--- config.mk ---
export PLATFORM = sky130hd
export DESIGN_NAME = ptr_agu
export DESIGN_NICKNAME = d
export VERILOG_FILES = /design/src/rtl/ptr_agu.sv
export SDC_FILE = /design/constraint.sdc
export NUM_CORES = 1
export LEC_CHECK = 0
export ABC_AREA = 1
export ABC_CLOCK_PERIOD_IN_PS = 800
export BUFFER_PORTS_ARGS = -buffer_cell sky130_fd_sc_hd__buf_4
export CAP_MARGIN = 20
export CELL_PAD_IN_SITES_DETAIL_PLACEMENT = 2
export CELL_PAD_IN_SITES_GLOBAL_PLACEMENT = 2
export CORE_ASPECT_RATIO = 1.5
export CORE_MARGIN = 1.5
export CORE_UTILIZATION = 24
export CTS_CLUSTER_SIZE = 16
export DETAILED_ROUTE_END_ITERATION = 10
export GPL_TIMING_DRIVEN = 0
export PLACE_DENSITY = 0.89
export SETUP_SLACK_MARGIN = 0.3
export SYNTH_ARGS = -nofsm -noshare
export SYNTH_HDL_FRONTEND = slang
export SYNTH_SLANG_ARGS = --single-unit
--- constraint.sdc ---
create_clock -name clk -period 0.8 [get_ports clk]
set_clock_uncertainty 0.1 [all_clocks]
set_input_delay 0.16 -clock clk [delete_from_list [all_inputs] [get_ports clk]]
set_output_delay 0.16 -clock clk [all_outputs]
set_load 0.02 [all_outputs]
--- src/rtl/ptr_agu.sv ---
module ptr_agu #(
  parameter int AW = 16,
  parameter int PW = 6,
  parameter int DW = 6,
  parameter int RW = 5,
  localparam int BW = AW / 2,
  localparam int XW = AW + PW
) (
  input  logic          clk,
  input  logic          rst_n,
  input  logic          op_valid,
  input  logic [3:0]    op_mode,
  input  logic [1:0]    ptr_sel,
  input  logic [BW-1:0] x_lo,
  input  logic [BW-1:0] x_hi,
  input  logic [BW-1:0] y_lo,
  input  logic [BW-1:0] y_hi,
  input  logic [BW-1:0] z_lo,
  input  logic [BW-1:0] z_hi,
  input  logic [BW-1:0] page_in,
  input  logic [DW-1:0] disp,
  input  logic [AW-1:0] operand,
  input  logic          is_store,
  input  logic [RW-1:0] dst_reg,
  input  logic          use_r0,
  output logic          mem_req,
  output logic          mem_space,
  output logic          mem_we,
  output logic [XW-1:0] mem_addr,
  output logic [RW-1:0] dst_out,
  output logic          wb_en,
  output logic [1:0]    wb_sel,
  output logic [BW-1:0] wb_lo,
  output logic [BW-1:0] wb_hi,
  output logic          page_we,
  output logic [PW-1:0] page_out
);
  localparam logic [3:0] M_PLAIN = 4'd0, M_PRE = 4'd1, M_POST = 4'd2, M_DISP = 4'd3,
                         M_DIR = 4'd4, M_PRG = 4'd5, M_PRGI = 4'd6, M_EPRG = 4'd7,
                         M_EPRGI = 4'd8;

  logic [AW-1:0] x, y, z, ptr, nxt;
  logic [XW-1:0] ext, ext_inc, addr;
  logic          prog, legal, wbe, pge;
  logic [1:0]    sel;

  assign x    = {x_hi, x_lo};
  assign y    = {y_hi, y_lo};
  assign z    = {z_hi, z_lo};
  assign prog = op_mode inside {M_PRG, M_PRGI, M_EPRG, M_EPRGI};
  assign legal = op_mode <= M_EPRGI;
  assign sel  = prog ? 2'd2 : (ptr_sel[1] ? 2'd2 : ptr_sel);
  assign ptr  = (sel == 2'd0) ? x : (sel == 2'd1) ? y : z;
  assign ext  = {page_in[PW-1:0], z};
  assign ext_inc = ext + 1'b1;

  always_comb begin
    addr = {{PW{1'b0}}, ptr};
    nxt  = ptr;
    wbe  = 1'b0;
    pge  = 1'b0;
    unique case (op_mode)
      M_PRE: begin
        nxt  = ptr - 1'b1;
        addr = {{PW{1'b0}}, nxt};
        wbe  = 1'b1;
      end
      M_POST, M_PRGI: begin
        nxt = ptr + 1'b1;
        wbe = 1'b1;
      end
      M_DISP:
        if (sel != 2'd0) addr = {{PW{1'b0}}, ptr + {{(AW-DW){1'b0}}, disp}};
      M_DIR:   addr = {{PW{1'b0}}, operand};
      M_EPRG:  addr = ext;
      M_EPRGI: begin
        addr = ext;
        nxt  = ext_inc[AW-1:0];
        wbe  = 1'b1;
        pge  = 1'b1;
      end
      default: ;
    endcase
  end

  always_ff @(posedge clk or negedge rst_n) begin
    if (!rst_n) begin
      mem_req   <= 1'b0;
      mem_space <= 1'b0;
      mem_we    <= 1'b0;
      mem_addr  <= '0;
      dst_out   <= '0;
      wb_en     <= 1'b0;
      wb_sel    <= 2'd0;
      wb_lo     <= '0;
      wb_hi     <= '0;
      page_we   <= 1'b0;
      page_out  <= '0;
    end else begin
      mem_req   <= op_valid && legal;
      mem_space <= prog;
      mem_we    <= op_valid && legal && !prog && is_store;
      mem_addr  <= addr;
      dst_out   <= (prog && use_r0) ? '0 : dst_reg;
      wb_en     <= op_valid && wbe;
      wb_sel    <= sel;
      wb_lo     <= nxt[BW-1:0];
      wb_hi     <= nxt[AW-1:BW];
      page_we   <= op_valid && pge;
      page_out  <= ext_inc[XW-1:AW];
    end
  end

  a_r10_wb_with_req: assert property (@(posedge clk) disable iff (!rst_n)
    wb_en |-> mem_req);
  a_r7_page_with_prog_wb: assert property (@(posedge clk) disable iff (!rst_n)
    page_we |-> (wb_en && mem_space));
  a_r9_no_prog_write: assert property (@(posedge clk) disable iff (!rst_n)
    mem_we |-> (mem_req && !mem_space));
  a_r2_r3_wb_near_addr: assert property (@(posedge clk) disable iff (!rst_n)
    (wb_en && !page_we) |-> (({wb_hi, wb_lo} == mem_addr[AW-1:0]) ||
                             ({wb_hi, wb_lo} == mem_addr[AW-1:0] + 1'b1)));
  a_r7_page_carry: assert property (@(posedge clk) disable iff (!rst_n)
    page_we |-> ({page_out, wb_hi, wb_lo} == mem_addr + 1'b1));
  a_r5_direct_addr: assert property (@(posedge clk) disable iff (!rst_n)
    (op_valid && op_mode == M_DIR) |=> (mem_addr == {{PW{1'b0}}, $past(operand)}));
endmodule

==> results of run 1 <==
[timing repair]
item	in CTS
cloned	0
setup buffers	116
endpoints found under the hold margin	65
endpoints found under the setup margin	168
resized for setup	230
pin swaps	84
[kinds of logic after synthesis]
kind of cell | Yosys count | synth area share [%]
adder cells (fa/ha/maj) | 11 | 3.20
AND/OR/NAND/NOR | 418 | 42.7
flip-flops | 56 | 30.9
buffers and inverters | 112 | 10.0
XOR/XNOR | 11 | 2.12
AO/OA/AOI/OAI | 81 | 11.2
[cell usage after synthesis, drive strengths merged]
library cell and n:
nand2 197, nor2 98, inv 94, nand3 72
dfrtp 56, nand4 40, o21ai 27, a21oi 17
a22oi 16, ha 10, nor3 10, buf 9
xor2 9, o2111ai 8, clkbuf 7, o211ai 6
a31oi 2, clkinv 2, o31ai 2, xnor2 2
a41oi 1, fa 1, nand3b 1, o221ai 1
o22ai 1
[routing by layer]
metal	GRT usage, %	overflow
met1	51.2	0
met5	1.60	0
met2	82.8	5
met3	23.6	0
met4	56.6	3
[through the flow]
stage	hold WS, ns	std cells	TNS (ns)	util, %
floorplan	-0.236	689	-42.96	-
global placement	0.169	1087	-79.30	34.0
detailed placement	0.191	1087	-85.83	34.0
CTS	-0.266	1211	-67.39	44.3
==> reports/results.tsv, run 1 <==
metric	value	unit
status	aborted with a tool error	
Exit stage	global routing (5_1_grt)	
Error	[ERROR GRT-0232] Routing congestion too high. Check the congestion heatmap in the GUI.	
H-tree depth	2	
pre-CTS WS	-2.77	ns
area of the mapped netlist	0.00454	sq mm
die height	171	um
largest cells by area after synthesis	dfrtp_1, nand2_1, nand3_1	
Ys Warns	0	
Seq/Total Area, Yosys	30.9	%
cell taking the most area after synthesis	dfrtp_1	
synthesized net count	794	
Initial Utilization	24.5	%
share of the synthesized area in the top cell type	30.9	%
largest net degree at the start of global routing	57	
Clock Sinks	56	
GPL Wtd Cong	0.924	
CTS Root Cell	clkbuf_16	
io pins	150	
clk buf depth	2	
Placed Instance Area	0.00630	sq mm
Synth Register Bits	56	
Global Route Usage Sum	53.9	%
die width	115	um
post-GRT worst EP	mem_addr[5]$_DFF_PN0_/D	
CTS buffer count	5	
port bufs	146	
grt ovf	8	
worst ep type	sequential cell input	
row count	61	
syn avg cell area	6.59	sq um
Yosys cell types	37	
cells after synthesis	689	
Post-DP HPWL	19400	um
==> inputs of run 2 (changes only) <==
==> config.mk (replaced) <==
export PLATFORM = sky130hd
export DESIGN_NAME = ptr_agu
export DESIGN_NICKNAME = d
export VERILOG_FILES = /design/src/rtl/ptr_agu.sv
export SDC_FILE = /design/constraint.sdc
export NUM_CORES = 1
export LEC_CHECK = 0
export ABC_AREA = 1
export ABC_CLOCK_PERIOD_IN_PS = 1000
export BUFFER_PORTS_ARGS = -buffer_cell sky130_fd_sc_hd__buf_4
export CAP_MARGIN = 20
export CORE_MARGIN = 1.5
export CORE_UTILIZATION = 40
export DETAILED_ROUTE_END_ITERATION = 10
export GPL_TIMING_DRIVEN = 0
export PLACE_DENSITY_LB_ADDON = 0.15
export SYNTH_ARGS = -nofsm -noshare
export SYNTH_HDL_FRONTEND = slang
export SYNTH_SLANG_ARGS = --single-unit
==> constraint.sdc (replaced) <==
create_clock -name clk -period 1 [get_ports clk]
set_clock_uncertainty 0.1 [all_clocks]
set_input_delay 0.2 -clock clk [delete_from_list [all_inputs] [get_ports clk]]
set_output_delay 0.2 -clock clk [all_outputs]
set_load 0.02 [all_outputs]
==> reports/results.tsv, run 2 <==
metric	value	unit	change
status	finished, violations left		
failing checks	negative hold slack, negative setup slack		
GPL Wtd Cong	0.957		+3.6%
Largest Register	mem_addr		
max FFs per register	22		
main flop type after synthesis	dfrtp_1		
die height	110	um	-36%
Max VDD drop	0.00128	V	
Slew HR	48.5	%	
M3 GR Usage	6.28	%	
row count	38		-38%
CTS Root Cell	clkbuf_16		
io pins	150		unchanged
critical path class	in -> reg		
die width	110	um	-5.0%
Ys Warns	0		unchanged
Most Used Layer, Global Route	met2		
max incr delay on CP	0.19	ns	
CP arrival	2.65	ns	
most common cell after layout, fill and taps aside	nand2_1		
WP data required	1.13	ns	
biggest regs	mem_addr x22, wb_hi x8, wb_lo x8		
Cell Pwr Density	1070	mW/mm^2	
Yosys cell types	37		unchanged
Placed Cells	975		-10%
most frequent cell after synthesis	nand2_1		
worst slew pin tran	0.773	ns	
Worst Setup SP	op_mode[0]		
clk buf depth	2		unchanged
final hold violations	56		
number of global-route vias before repair	5772		
CP max-delay cell	a21oi_4		
diode count	0		
final WL	20700	um	
die footprint	0.0120	sq mm	
M2 GR Usage	53.3	%	
cts hold-fix bufs	1		
area of the mapped netlist	0.00454	sq mm	unchanged
grt ovf	0		
# Max-Cap Violations	0		
largest net degree at the start of global routing	57		
total number of vias	6180		
antenna-violating nets left	0		
area of the core	0.0109	sq mm	
final period utilization	252	%	
Seq/Total Area, Yosys	30.9	%	unchanged
syn avg cell area	6.59	sq um	unchanged
share of the synthesized area in the top cell type	30.9	%	unchanged
CP top delay family	simple AND/OR/NAND/NOR gates		
Post-DP HPWL	14300	um	-27%
number of flops mapped to enable cells by yosys	0		unchanged
Leak Pwr	3.80	nW	
Filler Cell Count	802		
drt initial violations	742		
most used cell along the critical path	nor2_4		
CTS tree	built		
synth cell count leaders	nand2_1, inv_1, nor2_1, nand3_1, dfrtp_1		
via/cell ratio	5.74		
Layout Nets	1041		
RSZ-0062 raised after global routing	true		
layout cells sized above 1	46.5	%	
Hold WS	-0.170	ns	
post-layout minimum cycle time	2.52	ns	
crit path max fanout	6		
P&R area growth vs syn	75.5	%	
CP Buf/Inv Count	4		
Synth Register Bits	56		unchanged
H-tree depth	2		unchanged
Wirelength per Cell	19.3	um	
Post-synth ARST share	100	%	unchanged
drt drc	0		
fin cells	1077		
first-pass GRT wire length	29800	um	
met1 GRT Util	43.7	%	
most frequent cells in the layout	nand2_1, buf_4, buf_6		
largest cells by area after synthesis	dfrtp_1, nand2_1, nand3_1		
Initial DRT Pass Iterations	7		
HP Class	in -> async		
Initial Utilization	41.5	%	+17 points
Global Route Usage Sum	33.2	%	
crit path launch type	input port		
cells after synthesis	689		unchanged
clock-pin slew on the worst setup and hold paths	0.08	ns	
critical path endpoint category	register		
synthesized net count	794		unchanged
Clock Sinks	56		unchanged
max-slew violation count	0		
port bufs	146		unchanged
worst setup margin	-1.52	ns	
Setup Viol. Count Final	101		
initial antenna violation count	0		
CP Cell Sequence	buf_12 > nor2_4 > nand3_4 > nand3_4 > nor2_4 > buf_6 > nand2_4 > nand2_4 > nor2_4 > ha_4 > inv_2 > nor2_2 > nand2_1 > nand3_2 > nand2_2 > a21oi_4 > buf_6 > nand3_4 > nor2_4 > nand2_1 > nand2_1 > nand3_2 > nand4_1		
cell taking the most area after synthesis	dfrtp_1		
CTS buffer count	5		unchanged
max frequency	397	MHz	
run 2: where the power goes:
part	total [mW]	switching [mW]	internal, mW
clock	1.79	0.849	0.940
sequential	2.62	0.114	2.50
combinational	4.14	2.31	1.82
run 2: final cells by class:
cell class / count / area, sq um / share of cell area (%)
clock inverter: 3 / 22.5 / 0.282
multi-input combinational: 522 / 3540 / 44.4
inverter: 96 / 408 / 5.12
buffer: 16 / 143 / 1.79
timing repair buffer: 239 / 2160 / 27.1
tap: 140 / 175 / 2.20
sequential: 56 / 1400 / 17.6
clock buffer: 5 / 125 / 1.57
run 2: worst max-delay path by stage:
stage / endpoint / cells after the start / slack, ns
3_5_place_dp: mem_addr[15] / 19 / -2.30
2_1_floorplan: mem_addr[15] / 19 / -1.42
5_1_grt: mem_addr[15] / 22 / -1.64
6_report: mem_addr[15] / 23 / -1.52
4_1_cts: mem_addr[8] / 19 / -1.43
3_3_place_gp: mem_addr[11] / 19 / -2.27
run 2: cell families (layout without fill, tap and decap cells):
| group | after synthesis | after routing | synth area share [%] |
|---|---|---|---|
| buffers and inverters | 112 | 359 | 10.0 |
| flip-flops | 56 | 56 | 30.9 |
| adder cells (fa/ha/maj) | 11 | 11 | 3.20 |
| AO/OA/AOI/OAI | 81 | 81 | 11.2 |
| AND/OR/NAND/NOR | 418 | 419 | 42.7 |
| XOR/XNOR | 11 | 11 | 2.12 |
run 2: timing repair:
item / in CTS / in global routing
endpoints found under the setup margin: 104 / 102
hold endpoints to repair: 57 / 56
buffers inserted: 62 / 33
gates resized for setup: 195 / 54
pin swaps: 68 / 36
gates cloned: 1 / 0
run 2: routing by layer:
metal,vias to the layer above,wire (um)
met5,-,0
li1,2783,-
met2,452,9340
met1,2847,8190
met3,98,2240
met4,0,972
run 2: through the flow:
stage / area [sq um] / utilization (%) / setup TNS [ns] / setup slack (ns) / power, mW
after floorplan: 4840 / - / -35.61 / -1.42 / 4.32
after global placement: 6110 / 55.9 / -64.08 / -2.27 / 5.54
after detailed placement: 6110 / 55.9 / -65.68 / -2.30 / 5.58
after CTS: 7530 / 68.9 / -44.61 / -1.43 / 8.16
after global routing: 7970 / 72.9 / -55.29 / -1.64 / 8.90
final: 7970 / 72.9 / -51.09 / -1.52 / 8.54
Power figures use the tool's default switching activity.
==> inputs of run 3 (changes only) <==
--- a/config.mk
+++ b/config.mk
@@ -10,10 +10,11 @@
 export BUFFER_PORTS_ARGS = -buffer_cell sky130_fd_sc_hd__buf_4
 export CAP_MARGIN = 20
 export CORE_MARGIN = 1.5
-export CORE_UTILIZATION = 40
+export CORE_UTILIZATION = 46
 export DETAILED_ROUTE_END_ITERATION = 10
 export GPL_TIMING_DRIVEN = 0
 export PLACE_DENSITY_LB_ADDON = 0.15
 export SYNTH_ARGS = -nofsm -noshare
 export SYNTH_HDL_FRONTEND = slang
 export SYNTH_SLANG_ARGS = --single-unit
+export TNS_END_PERCENT = 20
==> reports/results.tsv, run 3 (synthesized netlist as in run 2, its figures left out) <==
metric	value	unit	change
failing checks	negative hold slack, negative setup slack		
critical path endpoint category	register		
Filler Cell Count	600		-25%
Initial DRT Pass Iterations	7		unchanged
Cell Pwr Density	1060	mW/mm^2	-1.4%
area of the core	0.00968	sq mm	-11%
Max VDD drop	0.000770	V	-40%
largest net degree at the start of global routing	57		unchanged
most frequent cells in the layout	nand2_1, buf_4, buf_6		
RSZ-0062 raised after global routing	true		
number of global-route vias before repair	5793		+0.36%
max frequency	379	MHz	-4.4%
Slew HR	46.2	%	-2.2 points
post-layout minimum cycle time	2.64	ns	+0.116 ns
H-tree depth	2		unchanged
Wirelength per Cell	21.2	um	+9.9%
drt drc	0		unchanged
cts hold-fix bufs	8		+7
crit path max fanout	6		unchanged
antenna-violating nets left	0		unchanged
CTS buffer count	5		unchanged
Hold WS	-0.211	ns	-0.0412 ns
most common cell after layout, fill and taps aside	nand2_1		
final hold violations	57		+1.8%
die footprint	0.0105	sq mm	-13%
status	finished, violations left		
CP arrival	2.79	ns	+0.14 ns
die height	102	um	-6.6%
Largest Register	mem_addr		
cell-internal power	4.90	mW	-6.9%
register area	0.00140	sq mm	unchanged
CTS Root Cell	clkbuf_8		
P_sw	3.44	mW	+4.8%
Worst Setup SP	op_mode[3]		
total number of vias	6403		+3.6%
Final Instance Area	0.00789	sq mm	-1.1%
Clock Sinks	56		unchanged
max FFs per register	22		unchanged
die width	102	um	-6.6%
Initial Utilization	46.9	%	+5.4 points
Flop pwr share	31.5	%	+0.9 points
first-pass GRT wire length	30200	um	+1.4%
pre-CTS WS	-2.29	ns	+0.00367 ns
via/cell ratio	6.03		+5.1%
row count	36		-5.3%
clock-pin slew on the worst setup and hold paths	0.13	ns	+0.05 ns
clk buf depth	2		unchanged
io pins	150		unchanged
Layout Nets	1033		-0.77%
Leak Pwr	3.72	nW	-1.9%
port bufs	146		unchanged
# Max-Cap Violations	0		unchanged
Power, Total	8.34	mW	-2.4%
diode count	0		unchanged
biggest regs	mem_addr x22, wb_hi x8, wb_lo x8		
P&R area growth vs syn	73.6	%	
max-slew violation count	0		unchanged
initial antenna violation count	0		unchanged
Setup Viol. Count Final	100		-0.99%
sw frac	41.2	%	+2.9 points
layout cells sized above 1	45.9	%	-0.68 points
GPL Wtd Cong	1.00		+4.5%
CTS tree	built		
final WL	22500	um	+8.4%
worst slew pin tran	0.804	ns	+0.0307 ns
drt initial violations	598		-19%
Post-DP HPWL	13700	um	-3.6%
final period utilization	264	%	+12 points
grt ovf	0		unchanged
worst setup margin	-1.64	ns	-0.116 ns
WP data required	1.16	ns	+0.03 ns
Comb pwr share	52.0	%	+3.6 points
Global Route Usage Sum	38.4	%	+5.3 points
footprint of the multi-input gates	0.00356	sq mm	+0.60%
Placed Instance Area	0.00598	sq mm	-2.2%
critical path class	in -> reg		
crit path launch type	input port		
Clk network pwr share	16.5	%	-4.4 points
HP Class	in -> async		
[run 3: cell count changes in the layout (fill, tap and decap cells not counted), moves of 4 or more]
| cell | before | now |
|---|---|---|
| dlygate4sd3_1 | 1 | 8 |
| buf_6 | 80 | 74 |
| buf_4 | 155 | 143 |
| o21ai_2 | 6 | 1 |
| nand2_1 | 159 | 152 |
| nand2_4 | 12 | 16 |
| clkbuf_8 | 0 | 5 |
| clkbuf_16 | 5 | 0 |
[run 3: final cells by class]
cell class / instances / share of cell area, %
Clock buffer: 6 / 0.920
Sequential cell: 56 / 17.8
Tap cell: 133 / 2.11
Timing Repair Buffer: 232 / 27.1
Multi-Input combinational cell: 521 / 45.1
Clock inverter: 2 / 0.206
Inverter: 96 / 5.05
Buffer: 16 / 1.70
[run 3: per-layer routing]
metal | up-vias | share of wire, % | global-route usage [%]
met1 | 2936 | 35 | 46.1
met3 | 167 | 13 | 11.3
li1 | 2760 | - | -
met2 | 540 | 45 | 63.2
met4 | 0 | 7.1 | 18.5
met5 | - | 0 | 0
[run 3: power by group through the flow]
stage | logic [mW] | registers (mW) | clock network (mW)
6_report | 4.34 | 2.63 | 1.37
5_1_grt | 4.55 | 2.65 | 1.43
4_1_cts | 3.64 | 2.61 | 1.32
3_5_place_dp | 2.88 | 2.61 | 0
3_3_place_gp | 2.84 | 2.61 | 0
2_1_floorplan | 1.34 | 2.93 | 0
[run 3: worst max-delay path, stage by stage]
cell,delay (ns)
buf_6,0.12
nor2_4,0.22
nand2_8,0.10
nand3_4,0.14
nor2_4,0.07
buf_8,0.13
nand2_4,0.06
nand2_4,0.05
nor2_4,0.13
ha_4,0.17
inv_2,0.04
nor2_2,0.11
nand2_1,0.08
nand3_2,0.10
nand2_2,0.08
a21oi_4,0.19
buf_4,0.15
buf_12,0.10
nand3_4,0.08
nor2_4,0.14
nand2_1,0.07
nand2_1,0.06
nand3_1,0.09
nand4_1,0.11
[run 3: metrics by stage]
stage / setup TNS (ns) / hold WS (ns) / cells / utilization [%]
floorplan: -37.92 / -0.196 / 689 / -
global placement: -67.55 / 0.176 / 968 / 61.7
detailed placement: -69.21 / 0.189 / 968 / 61.7
CTS: -46.13 / -0.162 / 1033 / 75.1
global route: -57.42 / -0.133 / 1062 / 81.4
finish: -53.58 / -0.211 / 1062 / 81.4
[run 3: final timing paths]
kind                           endpoint  slack, ns
setup / recovery           mem_addr[15]      -1.64
hold / removal                  page_we      -0.21
max in group asynchronous      wb_hi[3]       0.51
min in group clk                 mem_we      -0.02
[run 3: what timing repair did]
item                                   in CTS  in global routing
pin swaps                                  71                 44
setup endpoints to repair                 108                102
resized for setup                         185                102
gates cloned                                0                  0
buffers inserted                           49                 29
endpoints found under the hold margin      64                 56
